===== src/rtl/cmptimer_pkg.sv =====
package cmptimer_pkg;

    // register offsets (byte addresses)
    localparam logic [7:0] OFS_PARAM = 8'h04;
    localparam logic [7:0] OFS_CTRL  = 8'h10;
    localparam logic [7:0] OFS_COUNT = 8'h14;
    localparam logic [7:0] OFS_WRAP  = 8'h18;
    localparam logic [7:0] OFS_EVSTS = 8'h1C;
    localparam logic [7:0] OFS_CHCTL = 8'h20;
    localparam logic [7:0] OFS_CHCMP = 8'h24;

    localparam int DIV_SEL_W   = 3;
    localparam int WIDTH_LSB   = 16;
    localparam int BIT_OVF     = 7;
    localparam int BIT_RUN     = 3;
    localparam int BIT_CHFLAG  = 7;
    localparam int BIT_IE      = 6;
    localparam int MODE_LSB    = 2;
    localparam int BIT_EVS_CH0 = 0;
    localparam logic [3:0] MODE_SWCMP = 4'd4;

    typedef struct packed {
        logic                 run;
        logic [DIV_SEL_W-1:0] div_sel;
    } tctrl_t;

    typedef struct packed {
        logic       ie;
        logic [3:0] mode;
    } chcfg_t;

    typedef struct packed {
        logic ctrl;
        logic count;
        logic wrap;
        logic chcfg;
        logic chcmp;
        logic ovf_clr;
        logic flag_clr;
    } wstb_t;

endpackage


===== src/rtl/cmptimer_prescale.sv =====
module cmptimer_prescale
    import cmptimer_pkg::*;
#(
    parameter int SEL_W = DIV_SEL_W
) (
    input  logic             clk,
    input  logic             rst,
    input  logic             run,
    input  logic [SEL_W-1:0] div_sel,
    output logic             tick
);
    localparam int PC_W = (1 << SEL_W) - 1;

    logic [PC_W-1:0] pcnt;
    logic [PC_W-1:0] limit;

    // limit = 2^sel - 1
    assign limit = {PC_W{1'b1}} >> (PC_W - int'(div_sel));
    assign tick  = run && (pcnt == limit);

    always_ff @(posedge clk) begin
        if (rst || !run) begin
            pcnt <= '0;
        end else if (pcnt == limit) begin
            pcnt <= '0;
        end else begin
            pcnt <= pcnt + 1'b1;
        end
    end
endmodule


===== src/rtl/cmptimer_counter.sv =====
module cmptimer_counter #(
    parameter int CNT_W = 32
) (
    input  logic             clk,
    input  logic             rst,
    input  logic             tick,
    input  logic             clr,
    input  logic             ovf_clr,
    input  logic [CNT_W-1:0] wrap,
    output logic [CNT_W-1:0] count,
    output logic [CNT_W-1:0] count_nxt,
    output logic             ovf
);
    logic wrap_hit;

    assign wrap_hit  = (count == wrap);
    assign count_nxt = wrap_hit ? '0 : count + 1'b1;

    always_ff @(posedge clk) begin
        if (rst) begin
            count <= '0;
        end else if (clr) begin
            count <= '0;
        end else if (tick) begin
            count <= count_nxt;
        end
    end

    // a new wrap wins over a same-cycle clear
    always_ff @(posedge clk) begin
        if (rst) begin
            ovf <= 1'b0;
        end else if (tick && wrap_hit && !clr) begin
            ovf <= 1'b1;
        end else if (ovf_clr) begin
            ovf <= 1'b0;
        end
    end
endmodule


===== src/rtl/cmptimer_channel.sv =====
module cmptimer_channel
    import cmptimer_pkg::*;
#(
    parameter int CNT_W = 32
) (
    input  logic             clk,
    input  logic             rst,
    input  logic             tick,
    input  logic             cnt_clr,
    input  logic [CNT_W-1:0] count_nxt,
    input  logic             cfg_we,
    input  chcfg_t           cfg_din,
    input  logic             cmp_we,
    input  logic [CNT_W-1:0] cmp_din,
    input  logic             flag_clr,
    output chcfg_t           cfg,
    output logic [CNT_W-1:0] cmp,
    output logic             flag,
    output logic             irq
);
    logic match;

    assign match = tick && !cnt_clr && (cfg.mode == MODE_SWCMP) && (count_nxt == cmp);
    assign irq   = flag && cfg.ie;

    always_ff @(posedge clk) begin
        if (rst) begin
            cfg <= '0;
            cmp <= '0;
        end else begin
            if (cfg_we) cfg <= cfg_din;
            if (cmp_we) cmp <= cmp_din;
        end
    end

    // set has priority over clear
    always_ff @(posedge clk) begin
        if (rst) begin
            flag <= 1'b0;
        end else if (match) begin
            flag <= 1'b1;
        end else if (flag_clr) begin
            flag <= 1'b0;
        end
    end
endmodule


===== src/rtl/cmptimer_regs.sv =====
module cmptimer_regs
    import cmptimer_pkg::*;
#(
    parameter int CNT_W  = 32,
    parameter int ADDR_W = 8,
    parameter int DATA_W = 32
) (
    input  logic              clk,
    input  logic              rst,
    input  logic              bus_wr,
    input  logic [ADDR_W-1:0] bus_addr,
    input  logic [DATA_W-1:0] bus_wdata,
    input  logic [CNT_W-1:0]  count,
    input  logic              ovf,
    input  chcfg_t            chcfg,
    input  logic [CNT_W-1:0]  chcmp,
    input  logic              flag,
    output wstb_t             stb,
    output tctrl_t            ctrl,
    output logic [CNT_W-1:0]  wrap,
    output logic [DATA_W-1:0] bus_rdata
);
    logic [ADDR_W-1:0] a_param, a_ctrl, a_count, a_wrap, a_evsts, a_chctl, a_chcmp;

    assign a_param = ADDR_W'(OFS_PARAM);
    assign a_ctrl  = ADDR_W'(OFS_CTRL);
    assign a_count = ADDR_W'(OFS_COUNT);
    assign a_wrap  = ADDR_W'(OFS_WRAP);
    assign a_evsts = ADDR_W'(OFS_EVSTS);
    assign a_chctl = ADDR_W'(OFS_CHCTL);
    assign a_chcmp = ADDR_W'(OFS_CHCMP);

    always_comb begin
        stb          = '0;
        stb.ctrl     = bus_wr && (bus_addr == a_ctrl);
        stb.count    = bus_wr && (bus_addr == a_count);
        stb.wrap     = bus_wr && (bus_addr == a_wrap);
        stb.chcfg    = bus_wr && (bus_addr == a_chctl);
        stb.chcmp    = bus_wr && (bus_addr == a_chcmp);
        stb.ovf_clr  = stb.ctrl && bus_wdata[BIT_OVF];
        stb.flag_clr = (stb.chcfg && bus_wdata[BIT_CHFLAG]) ||
                       (bus_wr && (bus_addr == a_evsts) && bus_wdata[BIT_EVS_CH0]);
    end

    always_ff @(posedge clk) begin
        if (rst) begin
            ctrl <= '0;
            wrap <= '0;
        end else begin
            if (stb.ctrl) begin
                ctrl.run     <= bus_wdata[BIT_RUN];
                ctrl.div_sel <= bus_wdata[DIV_SEL_W-1:0];
            end
            if (stb.wrap) wrap <= bus_wdata[CNT_W-1:0];
        end
    end

    always_comb begin
        bus_rdata = '0;
        if (bus_addr == a_param) begin
            bus_rdata = DATA_W'(CNT_W) << WIDTH_LSB;
        end else if (bus_addr == a_ctrl) begin
            bus_rdata[BIT_OVF]          = ovf;
            bus_rdata[BIT_RUN]          = ctrl.run;
            bus_rdata[DIV_SEL_W-1:0]    = ctrl.div_sel;
        end else if (bus_addr == a_count) begin
            bus_rdata = DATA_W'(count);
        end else if (bus_addr == a_wrap) begin
            bus_rdata = DATA_W'(wrap);
        end else if (bus_addr == a_evsts) begin
            bus_rdata[BIT_EVS_CH0] = flag;
        end else if (bus_addr == a_chctl) begin
            bus_rdata[BIT_CHFLAG]         = flag;
            bus_rdata[BIT_IE]             = chcfg.ie;
            bus_rdata[MODE_LSB+3:MODE_LSB] = chcfg.mode;
        end else if (bus_addr == a_chcmp) begin
            bus_rdata = DATA_W'(chcmp);
        end
    end
endmodule


===== src/rtl/cmptimer.sv =====
module cmptimer
    import cmptimer_pkg::*;
#(
    parameter int CNT_W  = 32,
    parameter int ADDR_W = 8,
    parameter int DATA_W = 32
) (
    input  logic              clk,
    input  logic              rst,
    input  logic              bus_wr,
    input  logic [ADDR_W-1:0] bus_addr,
    input  logic [DATA_W-1:0] bus_wdata,
    output logic [DATA_W-1:0] bus_rdata,
    output logic              irq
);
    wstb_t            stb;
    tctrl_t           ctrl;
    chcfg_t           chcfg;
    chcfg_t           chcfg_din;
    logic [CNT_W-1:0] wrap;
    logic [CNT_W-1:0] count;
    logic [CNT_W-1:0] count_nxt;
    logic [CNT_W-1:0] chcmp;
    logic             tick;
    logic             ovf;
    logic             ch_flag;

    assign chcfg_din.ie   = bus_wdata[BIT_IE];
    assign chcfg_din.mode = bus_wdata[MODE_LSB+3:MODE_LSB];

    cmptimer_regs #(.CNT_W(CNT_W), .ADDR_W(ADDR_W), .DATA_W(DATA_W)) u_regs (
        .clk(clk), .rst(rst), .bus_wr(bus_wr), .bus_addr(bus_addr),
        .bus_wdata(bus_wdata), .count(count), .ovf(ovf), .chcfg(chcfg),
        .chcmp(chcmp), .flag(ch_flag), .stb(stb), .ctrl(ctrl), .wrap(wrap),
        .bus_rdata(bus_rdata)
    );

    cmptimer_prescale #(.SEL_W(DIV_SEL_W)) u_pre (
        .clk(clk), .rst(rst), .run(ctrl.run), .div_sel(ctrl.div_sel), .tick(tick)
    );

    cmptimer_counter #(.CNT_W(CNT_W)) u_cnt (
        .clk(clk), .rst(rst), .tick(tick), .clr(stb.count), .ovf_clr(stb.ovf_clr),
        .wrap(wrap), .count(count), .count_nxt(count_nxt), .ovf(ovf)
    );

    cmptimer_channel #(.CNT_W(CNT_W)) u_ch0 (
        .clk(clk), .rst(rst), .tick(tick), .cnt_clr(stb.count), .count_nxt(count_nxt),
        .cfg_we(stb.chcfg), .cfg_din(chcfg_din), .cmp_we(stb.chcmp),
        .cmp_din(bus_wdata[CNT_W-1:0]), .flag_clr(stb.flag_clr),
        .cfg(chcfg), .cmp(chcmp), .flag(ch_flag), .irq(irq)
    );
endmodule


===== config.mk =====
export PLATFORM = sky130hd
export DESIGN_NAME = cmptimer
export DESIGN_NICKNAME = d
export VERILOG_FILES = /design/src/rtl/cmptimer_pkg.sv /design/src/rtl/cmptimer_prescale.sv /design/src/rtl/cmptimer_counter.sv /design/src/rtl/cmptimer_channel.sv /design/src/rtl/cmptimer_regs.sv /design/src/rtl/cmptimer.sv
export SDC_FILE = /design/constraint.sdc
export NUM_CORES = 1
export LEC_CHECK = 0
export ABC_CLOCK_PERIOD_IN_PS = 3400
export BUFFER_PORTS_ARGS = -buffer_cell sky130_fd_sc_hd__buf_4
export CAP_MARGIN = 20
export CORE_MARGIN = 1.5
export CORE_UTILIZATION = 49
export CTS_CLUSTER_SIZE = 28
export DETAILED_ROUTE_END_ITERATION = 10
export PLACE_DENSITY = 0.7
export SLEW_MARGIN = 10
export SYNTH_ARGS = -nofsm -noshare
export SYNTH_HDL_FRONTEND = slang
export SYNTH_SLANG_ARGS = --single-unit

===== constraint.sdc =====
create_clock -name clk -period 3.4 [get_ports clk]
set_input_delay 0.68 -clock clk [delete_from_list [all_inputs] [get_ports clk]]
set_output_delay 0.68 -clock clk [all_outputs]
set_load 0.01 [all_outputs]

==> summary.txt <==
Clock network
  – Post-CTS sizing: 0
  – Worst-path clk slew: 0.06 ns
  – Later-pin clock latency in the skew report: between 0.4 and 0.5 ns
  – Max clock buf depth: 2
  – Post-CTS Setup Repair Bufs: 0
  – CTS Root Cell: clkbuf_16
  – H-tree levels: 4
  – Hold-fix buffers, CTS: 0
  – # clock sinks: 114
  – TritonCTS clock tree: done
  – CTS buffer count: 17

GRT
  – Number of antenna violations at the first check in global routing: 0
  – GR Overflow Total: 0
  – Vias in the first global route: 6643
  – Largest net degree at the start of global routing: 54
  – First-pass GRT wire length: 36600 µm
  – GRT Total Usage: 0.319

Drt
  – 1st-iter DRT viols: 966
  – Post-route ant nets: 0
  – Total Wirelength: 23400 µm
  – DRC violations left: 0
  – Vias per cell: 6.20
  – WL/cell: around 20 µm
  – Vias: 7436
  – Drt pass-1 iters: 7

Status
  – Status: completed

Worst setup path
  – CP Capture Type: flop
  – Worst EP required: roughly 3.8 ns
  – Max FO, Critical Path: 13
  – CP startpoint kind: flop
  – Flop-to-flop setup slack: 0.27 ns
  – Crit path DAT: ~3.5 ns
  – Critical path class: flop to flop

Floorplan
  – Core area: 14000 µm²
  – Die height: 123 µm
  – I/O pin count: 76
  – Initial Utilization: 0.506
  – Die Area: 15200 µm²
  – DIE WIDTH: 123 µm
  – # rows: 43

Power and ir drop
  – Sequential share of power: 0.405
  – Worst VDD drop: 260 µV
  – Clock share of power: 0.560
  – Switching Fraction: 0.212
  – Gate power share: 0.035
  – Internal power consumption: 2.61 mW
  – Leakage Power: 3.12 nW
  – Power Total: 3.31 mW
  – NetSw: 700 µW
  – Pwr/cell area: 394 nW/µm²

Synthesis
  – Simple-gate area share of the yosys netlist: 0.295
  – Post-synthesis compound-gate area fraction: 0.198
  – Mux cell area share after synthesis: 0.00281
  – Asr flop ratio synth: 0
  – Post-synthesis adder-cell area fraction: 0.00352
  – Largest family of logic cells by synthesized area: simple AND/OR/NAND/NOR gates
  – Warnings from Yosys: 0
  – Yosys reg bits: 114
  – Main synth FF type: dfxtp_1
  – Syn nets: 1001
  – Unique masters post-synth: 76
  – Post-Syn Area: 7110 µm²
  – Synth Instances: 956
  – Avg Inst Size Synth: around 7.4 µm²
  – Post-synthesis xor/xnor area fraction: 0.103
  – Post-synth EDFFs: 0
  – Register area share after synthesis: 0.321

Timing
  – Rel. slew slack: 0.458
  – Final Critical Period: 3.13 ns
  – Final hold violation count: 0
  – Measured slew at the worst slew-check pin: between 0.8 and 0.9 ns
  – Final setup violation count: 0
  – Unrepaired setup endpoints after global routing: no
  – Skew final: 0.00653 ns
  – TNS Setup: 0 ns
  – Final period utilization: 0.922
  – Pins Over Slew Limit: 0
  – F_max: 0.319 GHz

Layout
  – Multi-input combinational cell area: 4290 µm²
  – Fillers: 1294
  – Area grow syn2layout: 18.2%
  – Fraction of layout cells with a size suffix above 1: 0.161
  – Diodes inserted: 0
  – FF/Latch Area: 2280 µm²
  – Final Cell Area: 8410 µm²
  – Nets: 1052

Job
  – Max_cap viols: 0

Placement
  – Port bufs: 75
  – Hpwl dp: 16700 µm
  – DP Area: approximately 7800 µm²
  – Final GP Congestion: between 0.9 and 1

Hold path
  – Worst Hold Class: flop to flop
layer usage:
layer	global-route usage	up-vias	part of all wire
met1	0.442	3495	0.42
li1	-	3462	-
met4	0.131	0	0.037
met5	0	-	0
met2	0.474	412	0.44
met3	0.0766	67	0.11
path summary, 6_finish.rpt:
path                                                   from                        end  depth (start not counted)
worst min-delay path              u_ch0.cfg[0]$_SDFFE_PP0P_  u_ch0.cfg[0]$_SDFFE_PP0P_                          2
worst min register to register    u_ch0.cfg[0]$_SDFFE_PP0P_  u_ch0.cfg[0]$_SDFFE_PP0P_                          2
worst max register to register  u_cnt.count[5]$_SDFFE_PP0P_    u_ch0.flag$_SDFFE_PP0P_                          9
worst max-delay path            u_cnt.count[5]$_SDFFE_PP0P_    u_ch0.flag$_SDFFE_PP0P_                          9
power groups by stage:
stage | Clock (mW) | Combinational (mW) | Sequential (mW)
after floorplan | 0 | 0.0486 | 1.37
after global placement | 0 | 0.113 | 1.37
after detailed placement | 0 | 0.113 | 1.37
after CTS | 1.86 | 0.114 | 1.34
after global routing | 1.93 | 0.125 | 1.34
final | 1.85 | 0.117 | 1.34
worst max-delay path, stage by stage (launching register included):
cell and delay, ns:
dfxtp_1 0.52, and4_2 0.35, nand4_2 0.37, nor4_1 0.68, xnor2_1 0.21, nor2_1 0.06, o31a_1 0.29, a211oi_2 0.23
o2111ai_1 0.19, o21ai_1 0.17
stage by stage:
stage	hold slack, ns	util	std cells	setup slack (ns)
after floorplan	0.444	-	956	0.729
after global placement	0.459	0.555	1168	0.365
after detailed placement	0.460	0.555	1168	0.311
after CTS	0.467	0.599	1200	0.302
after global routing	0.494	0.599	1200	0.0952
final	0.473	0.599	1200	0.265
kinds of logic after synthesis:
logic type	count (synthesis)
AND/OR/NAND/NOR	419
AO/OA/AOI/OAI	222
buffers and inverters	115
flip-flops	114
XOR/XNOR	82
multiplexers	2
adder cells (fa/ha/maj)	2
layout make-up:
cell class | instances | area share
repair buffers | 111 | 0.102
multi-input cells | 727 | 0.510
clock inverters | 10 | 0.0155
well taps | 180 | 0.0268
clock buffers | 22 | 0.0576
flip-flops and latches | 114 | 0.271
inverters | 36 | 0.0161
Yosys cell counts (17+ instances only):
cell / number / area [µm²]
dfxtp_1: 114 / 2280
nand3_1: 31 / 155
nor3_1: 19 / 95.1
a222oi_1: 28 / 280
xnor2_1: 64 / 561
nand4_1: 21 / 131
o21ai_0: 34 / 170
nor2_1: 67 / 251
xor2_1: 17 / 149
inv_1: 36 / 135
a21oi_1: 113 / 566
nand2_1: 185 / 694
clkbuf_1: 53 / 199
nand3b_1: 18 / 135
flip-flops by register name, indices dropped and copies added, names as in the netlist:
| name | cells |
|---|---|
| u_regs.ctrl | 4 |
| u_cnt.count | 32 |
| u_ch0.cmp | 32 |
| u_pre.pcnt | 7 |
| u_cnt.ovf | 1 |
| u_ch0.cfg | 5 |
| u_ch0.flag | 1 |
| u_regs.wrap | 32 |
layout by cell type (no fill, tap or decap), drive strengths merged, types with 4 or more instances in the layout:
| master | netlist | final |
|---|---|---|
| nor4 | 16 | 16 |
| nand4 | 24 | 24 |
| a211oi | 5 | 5 |
| and4 | 7 | 7 |
| and2 | 10 | 10 |
| xnor2 | 64 | 64 |
| clkinv | 0 | 5 |
| a22oi | 6 | 6 |
| nand3 | 32 | 32 |
| nor2 | 68 | 68 |
| or3 | 7 | 7 |
| inv | 36 | 36 |
| clkbuf | 57 | 22 |
| a21oi | 113 | 113 |
| nand2 | 186 | 186 |
| nand2b | 10 | 10 |
| a222oi | 28 | 28 |
| nand3b | 18 | 18 |
| a21o | 4 | 4 |
| and3 | 5 | 5 |
| o21ai | 35 | 35 |
| nor3 | 21 | 21 |
| dfxtp | 114 | 114 |
| xor2 | 17 | 17 |
| buf | 22 | 111 |
Note: power is estimated with default switching activity, not from simulation.
